`src/rtl/tmon_pkg.sv`:
```
package tmon_pkg;
  localparam int DATA_W = 8;
  localparam int ADDR_W = 4;

  localparam logic [ADDR_W-1:0] OFF_STANDBY = 4'h8;
  localparam logic [ADDR_W-1:0] OFF_SELECT  = 4'h9;
  localparam logic [ADDR_W-1:0] OFF_STATUS  = 4'hA;
  localparam logic [ADDR_W-1:0] OFF_READING = 4'hB;
  localparam logic [ADDR_W-1:0] OFF_HIGH    = 4'hC;
  localparam logic [ADDR_W-1:0] OFF_LOW     = 4'hD;
  localparam logic [ADDR_W-1:0] OFF_CRIT    = 4'hE;

  // status byte field positions
  localparam int ST_EN   = 0;
  localparam int ST_LOW  = 1;
  localparam int ST_HIGH = 2;
  localparam int ST_CRIT = 3;
  localparam int ST_OPEN = 6;

  typedef struct packed {
    logic wrStandby;
    logic wrSelect;
    logic wrStatus;
    logic wrHigh;
    logic wrLow;
    logic wrCrit;
  } tmonStrobes_t;
endpackage

```
`src/rtl/tmon_ctrl.sv`:
```
module tmon_ctrl
  import tmon_pkg::*;
#(
  parameter int NUM_CH = 3,
  parameter int SEL_W  = 2
) (
  input  logic                clk,
  input  logic                rstN,
  input  logic [ADDR_W-1:0]   regAddr,
  input  logic                wrEn,
  input  logic [DATA_W-1:0]   wrData,
  output tmonStrobes_t        strobes,
  output logic                standbyQ,
  output logic [SEL_W-1:0]    chanSel
);
  always_comb begin
    strobes.wrStandby = wrEn && (regAddr == OFF_STANDBY);
    strobes.wrSelect  = wrEn && (regAddr == OFF_SELECT);
    strobes.wrStatus  = wrEn && (regAddr == OFF_STATUS);
    strobes.wrHigh    = wrEn && (regAddr == OFF_HIGH);
    strobes.wrLow     = wrEn && (regAddr == OFF_LOW);
    strobes.wrCrit    = wrEn && (regAddr == OFF_CRIT);
  end

  logic selLegal;
  assign selLegal = (32'(wrData) < NUM_CH);

  always_ff @(posedge clk) begin
    if (!rstN) begin
      standbyQ <= 1'b0;
      chanSel  <= '0;
    end else begin
      if (strobes.wrStandby) standbyQ <= wrData[0];
      if (strobes.wrSelect && selLegal) chanSel <= wrData[SEL_W-1:0];
    end
  end
endmodule

```
`src/rtl/tmon_datapath.sv`:
```
module tmon_datapath
  import tmon_pkg::*;
#(
  parameter int NUM_CH = 3,
  parameter int SEL_W  = 2
) (
  input  logic                       clk,
  input  logic                       rstN,
  input  tmonStrobes_t               strobes,
  input  logic                       standbyQ,
  input  logic [SEL_W-1:0]           chanSel,
  input  logic [ADDR_W-1:0]          regAddr,
  input  logic [DATA_W-1:0]          wrData,
  input  logic [NUM_CH-1:0]          sampleValid,
  input  logic [NUM_CH*DATA_W-1:0]   sampleTemp,
  input  logic [NUM_CH-1:0]          sampleOpen,
  output logic [DATA_W-1:0]          bankData,
  output logic [NUM_CH-1:0]          critFlags
);
  logic [DATA_W-1:0] statusArr  [NUM_CH];
  logic [DATA_W-1:0] readingArr [NUM_CH];
  logic [DATA_W-1:0] highArr    [NUM_CH];
  logic [DATA_W-1:0] lowArr     [NUM_CH];
  logic [DATA_W-1:0] critArr    [NUM_CH];

  for (genvar ch = 0; ch < NUM_CH; ch++) begin : g_chan
    logic enQ, lowQ, highQ, critQ, openQ;
    logic signed [DATA_W-1:0] readingQ, highLim, lowLim, critLim;
    logic signed [DATA_W-1:0] newTemp;
    logic selHit, accept, good, clrHit;

    assign newTemp = $signed(sampleTemp[ch*DATA_W +: DATA_W]);
    assign selHit  = (32'(chanSel) == ch);
    assign accept  = sampleValid[ch] && enQ && !standbyQ;
    assign good    = accept && !sampleOpen[ch];
    assign clrHit  = strobes.wrStatus && selHit;

    always_ff @(posedge clk) begin
      if (!rstN) begin
        enQ      <= 1'b0;
        lowQ     <= 1'b0;
        highQ    <= 1'b0;
        critQ    <= 1'b0;
        openQ    <= 1'b0;
        readingQ <= '0;
        highLim  <= 8'sh7F;
        lowLim   <= 8'sh80;
        critLim  <= 8'sh7F;
      end else begin
        if (clrHit) enQ <= wrData[ST_EN];
        lowQ  <= (good && (newTemp <= lowLim))
               || (lowQ && !(clrHit && wrData[ST_LOW]));
        highQ <= (good && (newTemp >= highLim))
               || (highQ && !(clrHit && wrData[ST_HIGH]));
        critQ <= (good && (newTemp >= critLim))
               || (critQ && !(clrHit && wrData[ST_CRIT]));
        if (accept) openQ <= sampleOpen[ch];
        if (good) readingQ <= newTemp;
        if (strobes.wrHigh && selHit) highLim <= $signed(wrData);
        if (strobes.wrLow  && selHit) lowLim  <= $signed(wrData);
        if (strobes.wrCrit && selHit) critLim <= $signed(wrData);
      end
    end

    always_comb begin
      statusArr[ch]          = '0;
      statusArr[ch][ST_EN]   = enQ;
      statusArr[ch][ST_LOW]  = lowQ;
      statusArr[ch][ST_HIGH] = highQ;
      statusArr[ch][ST_CRIT] = critQ;
      statusArr[ch][ST_OPEN] = openQ;
    end
    assign readingArr[ch] = readingQ;
    assign highArr[ch]    = highLim;
    assign lowArr[ch]     = lowLim;
    assign critArr[ch]    = critLim;
    assign critFlags[ch]  = critQ;
  end

  always_comb begin
    unique case (regAddr)
      OFF_STATUS:  bankData = statusArr[chanSel];
      OFF_READING: bankData = readingArr[chanSel];
      OFF_HIGH:    bankData = highArr[chanSel];
      OFF_LOW:     bankData = lowArr[chanSel];
      OFF_CRIT:    bankData = critArr[chanSel];
      default:     bankData = '0;
    endcase
  end
endmodule

```
`src/rtl/thermal_monitor_regs.sv`:
```
module thermal_monitor_regs
  import tmon_pkg::*;
#(
  parameter int NUM_CH = 3,
  parameter int SEL_W  = (NUM_CH > 1) ? $clog2(NUM_CH) : 1
) (
  input  logic                     clk,
  input  logic                     rstN,
  input  logic [ADDR_W-1:0]        regAddr,
  input  logic                     wrEn,
  input  logic [DATA_W-1:0]        wrData,
  output logic [DATA_W-1:0]        rdData,
  input  logic [NUM_CH-1:0]        sampleValid,
  input  logic [NUM_CH*DATA_W-1:0] sampleTemp,
  input  logic [NUM_CH-1:0]        sampleOpen,
  output logic                     overTempOut
);
  tmonStrobes_t      strobes;
  logic              standbyQ;
  logic [SEL_W-1:0]  chanSel;
  logic [DATA_W-1:0] bankData;
  logic [NUM_CH-1:0] critFlags;

  tmon_ctrl #(.NUM_CH(NUM_CH), .SEL_W(SEL_W)) ctrl_i (
    .clk(clk), .rstN(rstN), .regAddr(regAddr), .wrEn(wrEn), .wrData(wrData),
    .strobes(strobes), .standbyQ(standbyQ), .chanSel(chanSel)
  );

  tmon_datapath #(.NUM_CH(NUM_CH), .SEL_W(SEL_W)) dp_i (
    .clk(clk), .rstN(rstN), .strobes(strobes), .standbyQ(standbyQ),
    .chanSel(chanSel), .regAddr(regAddr), .wrData(wrData),
    .sampleValid(sampleValid), .sampleTemp(sampleTemp), .sampleOpen(sampleOpen),
    .bankData(bankData), .critFlags(critFlags)
  );

  always_comb begin
    unique case (regAddr)
      OFF_STANDBY: rdData = {{(DATA_W-1){1'b0}}, standbyQ};
      OFF_SELECT:  rdData = {{(DATA_W-SEL_W){1'b0}}, chanSel};
      OFF_STATUS, OFF_READING, OFF_HIGH, OFF_LOW, OFF_CRIT: rdData = bankData;
      default:     rdData = '0;
    endcase
  end

  assign overTempOut = |critFlags;
endmodule

```
`config.mk`:
```
export PLATFORM = sky130hd
export DESIGN_NAME = thermal_monitor_regs
export DESIGN_NICKNAME = d
export VERILOG_FILES = /design/src/rtl/tmon_pkg.sv /design/src/rtl/tmon_ctrl.sv /design/src/rtl/tmon_datapath.sv /design/src/rtl/thermal_monitor_regs.sv
export SDC_FILE = /design/constraint.sdc
export NUM_CORES = 1
export LEC_CHECK = 0
export BUFFER_PORTS_ARGS = -buffer_cell sky130_fd_sc_hd__buf_4
export CELL_PAD_IN_SITES_DETAIL_PLACEMENT = 1
export CELL_PAD_IN_SITES_GLOBAL_PLACEMENT = 2
export CORE_MARGIN = 2
export CORE_UTILIZATION = 37
export CTS_CLUSTER_SIZE = 14
export DETAILED_ROUTE_END_ITERATION = 10
export PLACE_DENSITY_LB_ADDON = 0.1
export SYNTH_ARGS = -nofsm -noshare
export SYNTH_HDL_FRONTEND = slang
export SYNTH_SLANG_ARGS = --single-unit
```
`constraint.sdc`:
```
create_clock -name clk -period 2.1 [get_ports clk]
set_clock_uncertainty 0.1 [all_clocks]
set_input_delay 0.42 -clock clk [delete_from_list [all_inputs] [get_ports clk]]
set_output_delay 0.42 -clock clk [all_outputs]
set_load 0.05 [all_outputs]
```
==> impl_metrics.xml <==
<?xml version="1.0" encoding="UTF-8"?>
<metrics>
  <group name="outcome">
    <metric name="run_status" unit="">finished, violations left</metric>
    <metric name="violations_in_the_final_reports" unit="">negative setup slack</metric>
  </group>
  <group name="clock_tree">
    <metric name="max_clock_buf_depth" unit="">2</metric>
    <metric name="cts_hold_buffers" unit="">0</metric>
    <metric name="numClockSinks" unit="">114</metric>
    <metric name="clock-root-buffer" unit="">sky130_fd_sc_hd__clkbuf_16</metric>
    <metric name="worst_skew_pair.late_latency" unit="ns">0.42</metric>
    <metric name="cts-buffers-inserted" unit="">17</metric>
    <metric name="clock_tree_from_tritoncts" unit="">built</metric>
    <metric name="clk_pin_slew_worst_paths" unit="ns">0.06</metric>
    <metric name="cts_htree_levels" unit="">4</metric>
  </group>
  <group name="floorplan">
    <metric name="initial_core_util" unit="%">37.6</metric>
    <metric name="num_io_pins" unit="">54</metric>
    <metric name="die_h" unit="µm">145</metric>
    <metric name="core.rowCount" unit="">51</metric>
    <metric name="placeableCoreArea" unit="µm²">19500</metric>
    <metric name="die-area" unit="µm²">20900</metric>
    <metric name="chipWidth" unit="µm">145</metric>
  </group>
  <group name="route">
    <metric name="overall_via_count_from_detail_route" unit="">7105</metric>
    <metric name="dr.pass1.iters" unit="">5</metric>
    <metric name="detail_route.vias_per_cell" unit="">5.61</metric>
    <metric name="ant_nets" unit="">0</metric>
    <metric name="wire_per_inst" unit="µm">23.2</metric>
    <metric name="detail_route.wirelength" unit="µm">29400</metric>
    <metric name="drt_drc_violations_left" unit="">0</metric>
    <metric name="drt_iter0_drc" unit="">415</metric>
  </group>
  <group name="global_route">
    <metric name="met2_usage" unit="%">50.4</metric>
    <metric name="grt-busiest-layer" unit="">met2</metric>
    <metric name="grt_antenna_before_repair" unit="">0</metric>
    <metric name="grt_first_pass_wirelength" unit="µm">44500</metric>
    <metric name="grt_pass1_vias" unit="">7449</metric>
    <metric name="globalRoute.totalOverflow" unit="">0</metric>
    <metric name="grt_util_met3" unit="%">3.91</metric>
    <metric name="global_route_met1_utilization" unit="%">37.4</metric>
    <metric name="largest_net_degree_at_the_start_of_global_routing" unit="">48</metric>
    <metric name="global_route.usage.total" unit="%">28.9</metric>
  </group>
  <group name="sta">
    <metric name="finalHoldViolCount" unit="">0</metric>
    <metric name="rsz_0062_raised_after_global_routing" unit="">yes</metric>
    <metric name="fin_crit" unit="ns">2.56</metric>
    <metric name="max_freq" unit="MHz">391</metric>
    <metric name="timing.final.crit_share" unit="%">122</metric>
    <metric name="final_critical_path_setup_slack" unit="ns">-0.457</metric>
    <metric name="relSlewSlack" unit="%">57.7</metric>
    <metric name="number_of_endpoints_failing_setup_at_the_final_stage" unit="">8</metric>
    <metric name="worst_slew_pin_slew" unit="ns">0.629</metric>
    <metric name="slew_viol_final" unit="">0</metric>
  </group>
  <group name="power">
    <metric name="power-per-cell-area" unit="nW/µm²">592</metric>
    <metric name="seqPwrFrac" unit="%">39.3</metric>
    <metric name="cell_internal_pwr" unit="mW">4.16</metric>
    <metric name="leakagePower" unit="nW">3.97</metric>
    <metric name="worst_ir_drop_vdd" unit="mV">0.565</metric>
    <metric name="power.share.combinational" unit="%">10.5</metric>
    <metric name="netSwitchingPower" unit="mW">1.40</metric>
    <metric name="power.switching_fraction" unit="%">25.1</metric>
    <metric name="power.clock.fraction" unit="%">50.2</metric>
  </group>
  <group name="setup_path">
    <metric name="cp_cell_sequence" unit="">buf_12 -&gt; mux2i_4 -&gt; nor2_2 -&gt; a21oi_1 -&gt; o22ai_1 -&gt; a221o_1 -&gt; buf_6</metric>
    <metric name="crit_slowest_cell" unit="">sky130_fd_sc_hd__dfxtp_4</metric>
    <metric name="worst_path_largest_cell_delay" unit="ns">0.39</metric>
    <metric name="start_kind" unit="">register</metric>
    <metric name="cp_data_required_time" unit="ns">1.58</metric>
    <metric name="timing.critical_path.to_type" unit="">primary output</metric>
    <metric name="crit_path_max_fanout" unit="">7</metric>
    <metric name="r2r_cells" unit="">8</metric>
    <metric name="critPathArrivalTime" unit="ns">2.04</metric>
    <metric name="setup.worst_path.class" unit="">register to primary output</metric>
  </group>
  <group name="logic_synthesis">
    <metric name="synth-async-reset-ratio" unit="%">0</metric>
    <metric name="synth_top_area_share" unit="%">31.2</metric>
    <metric name="synth_sequential_area_ratio" unit="%">31.2</metric>
    <metric name="yosysTopAreaCell" unit="">sky130_fd_sc_hd__dfxtp_1</metric>
    <metric name="synth_top_cells_by_count" unit="">sky130_fd_sc_hd__nand2_1 (168), sky130_fd_sc_hd__dfxtp_1 (114), sky130_fd_sc_hd__ha_1 (72)</metric>
    <metric name="netlist_area_before_placement" unit="µm²">7320</metric>
    <metric name="synth.ff_latch_count" unit="">114</metric>
    <metric name="ys_warn_count" unit="">0</metric>
    <metric name="postSynthAreaPerCell" unit="µm²">8.10</metric>
    <metric name="synth_edf_count" unit="">0</metric>
    <metric name="synthMostInstantiatedCell" unit="">sky130_fd_sc_hd__nand2_1</metric>
    <metric name="synth-main-ff-cell" unit="">sky130_fd_sc_hd__dfxtp_1</metric>
    <metric name="yosysUniqueCellTypes" unit="">54</metric>
    <metric name="mappedNetlistNets" unit="">1020</metric>
    <metric name="post_synth_main_area_contributors" unit="">sky130_fd_sc_hd__dfxtp_1 (31%), sky130_fd_sc_hd__ha_1 (12%), sky130_fd_sc_hd__nand2_1 (8.6%), sky130_fd_sc_hd__mux2i_1 (8.2%), sky130_fd_sc_hd__a21boi_0 (4.8%)</metric>
    <metric name="post_synth_inst_count" unit="">903</metric>
  </group>
  <group name="final_layout">
    <metric name="drive_gt1_share" unit="%">21.5</metric>
    <metric name="antennaDiodeCount" unit="">0</metric>
    <metric name="area_growth" unit="%">28.4</metric>
    <metric name="layoutNonFillerInstCount" unit="">1266</metric>
    <metric name="fillerInstances" unit="">2303</metric>
    <metric name="final_nets" unit="">1108</metric>
  </group>
  <group name="placement">
    <metric name="placedCellCount" unit="">1228</metric>
    <metric name="detailed_place_hpwl" unit="µm">22600</metric>
    <metric name="dpl_worst_slack" unit="ns">-0.187</metric>
    <metric name="numPortBuffers" unit="">53</metric>
    <metric name="finalWeightedCongestion" unit="">0.973</metric>
  </group>
  <group name="worst_hold_path">
    <metric name="hold_class" unit="">primary input to register</metric>
    <metric name="hold-path-cell-count" unit="">3</metric>
  </group>
  <group name="run">
    <metric name="max_cap_violations" unit="">0</metric>
  </group>
</metrics>
==> worst max-delay path: cells and delay by family (launching register included) <==
family / cells / cell delay [ns]
DFF: 1 / 0.39
AOI/OAI and AO/OA: 3 / 0.55
buffers and inverters: 2 / 0.35
muxes: 1 / 0.25
and+or+nand+nor: 1 / 0.06
==> power groups by stage <==
stage	sequential, mW	combinational, mW	clock [mW]
6_report	2.19	0.582	2.79
3_3_place_gp	2.23	0.539	0
4_1_cts	2.19	0.576	2.81
5_1_grt	2.19	0.629	2.92
3_5_place_dp	2.23	0.561	0
2_1_floorplan	2.23	0.292	0
==> per-layer routing <==
layer  vias to the layer above  part of all wire (%)
li1                       3355                     -
met1                      3522                    45
met2                       176                    49
met3                        52                   3.5
met4                         0                   2.9
met5                         -                     0
==> cell families after synthesis <==
| logic type | share of synthesized area, % |
|---|---|
| compound gates | 19.3 |
| fa+ha+maj | 12.3 |
| buf+inv | 7.47 |
| flops | 31.2 |
| mux | 8.21 |
| simple gates | 21.5 |
==> through the flow <==
| step | area [µm²] | hold WS (ns) | utilization [%] | TNS, ns | power, mW |
|---|---|---|---|---|---|
| 2_1_floorplan | 7370 | 0.343 | - | 0 | 2.52 |
| 3_3_place_gp | 8380 | 0.363 | 43.0 | -0.789 | 2.77 |
| 3_5_place_dp | 8380 | 0.368 | 43.0 | -1.27 | 2.79 |
| 4_1_cts | 9210 | 0.161 | 47.3 | -3.04 | 5.57 |
| 5_1_grt | 9390 | 0.177 | 48.3 | -3.43 | 5.73 |
| 6_report | 9390 | 0.166 | 48.3 | -3.02 | 5.56 |
==> final timing paths <==
| check | from | end | slack, ns |
|---|---|---|---|
| worst min register to register | dp_i.g_chan[2].readingQ[1] | dp_i.g_chan[2].readingQ[1] | 0.39 |
| worst max register to register | ctrl_i.chanSel[0] | dp_i.g_chan[2].lowLim[4] | 0.15 |
| worst min-delay path | sampleTemp[16] | dp_i.g_chan[2].readingQ[0] | 0.17 |
| worst max-delay path | ctrl_i.chanSel[0] | rdData[7] | -0.46 |
==> sequential cells by signal (all words and copies together) (netlist names) <==
signal	cells
dp_i.g_chan.critLim	24
dp_i.g_chan.highQ	3
dp_i.g_chan.readingQ	24
dp_i.g_chan.highLim	24
dp_i.g_chan.lowQ	3
dp_i.g_chan.enQ	3
dp_i.g_chan.openQ	3
ctrl_i.standbyQ	1
dp_i.g_chan.lowLim	24
dp_i.g_chan.critQ	3
ctrl_i.chanSel	2
==> what timing repair did <==
item                                    in CTS  in global routing
pin swaps                                    9                 10
resized for setup                           34                 31
hold endpoints to repair                     0                  0
endpoints found under the setup margin       8                  8
setup buffers                                5                  1
cloned                                       2                  3
==> cell type report <==
class / count / area [µm²] / area share, %
Multi-Input combinational cell: 661 / 4800 / 51.2
Sequential cell: 114 / 2290 / 24.4
Timing Repair Buffer: 126 / 1150 / 12.2
Clock buffer: 23 / 498 / 5.30
Tap cell: 265 / 332 / 3.53
Inverter: 71 / 267 / 2.84
Clock inverter: 6 / 55.1 / 0.586
==> placed cells by master, fill, tap and decap left out, drive strengths merged, types with 4 or more instances in the layout <==
cell type and instances:
o211ai 31, nor3 5, nand2b 9, a22oi 15
nand3b 4, nand4 10, mux2i 60, clkinv 5
buf 123, a211oi 4, a21oi 21, o22ai 29
nor2b 29, clkbuf 25, ha 72, o21a 5
nor2 29, a21o 6, dfxtp 114, inv 71
a21boi 47, nand2 168, o21ai 27, nand3 52
Note: power is estimated with default switching activity, not from simulation.
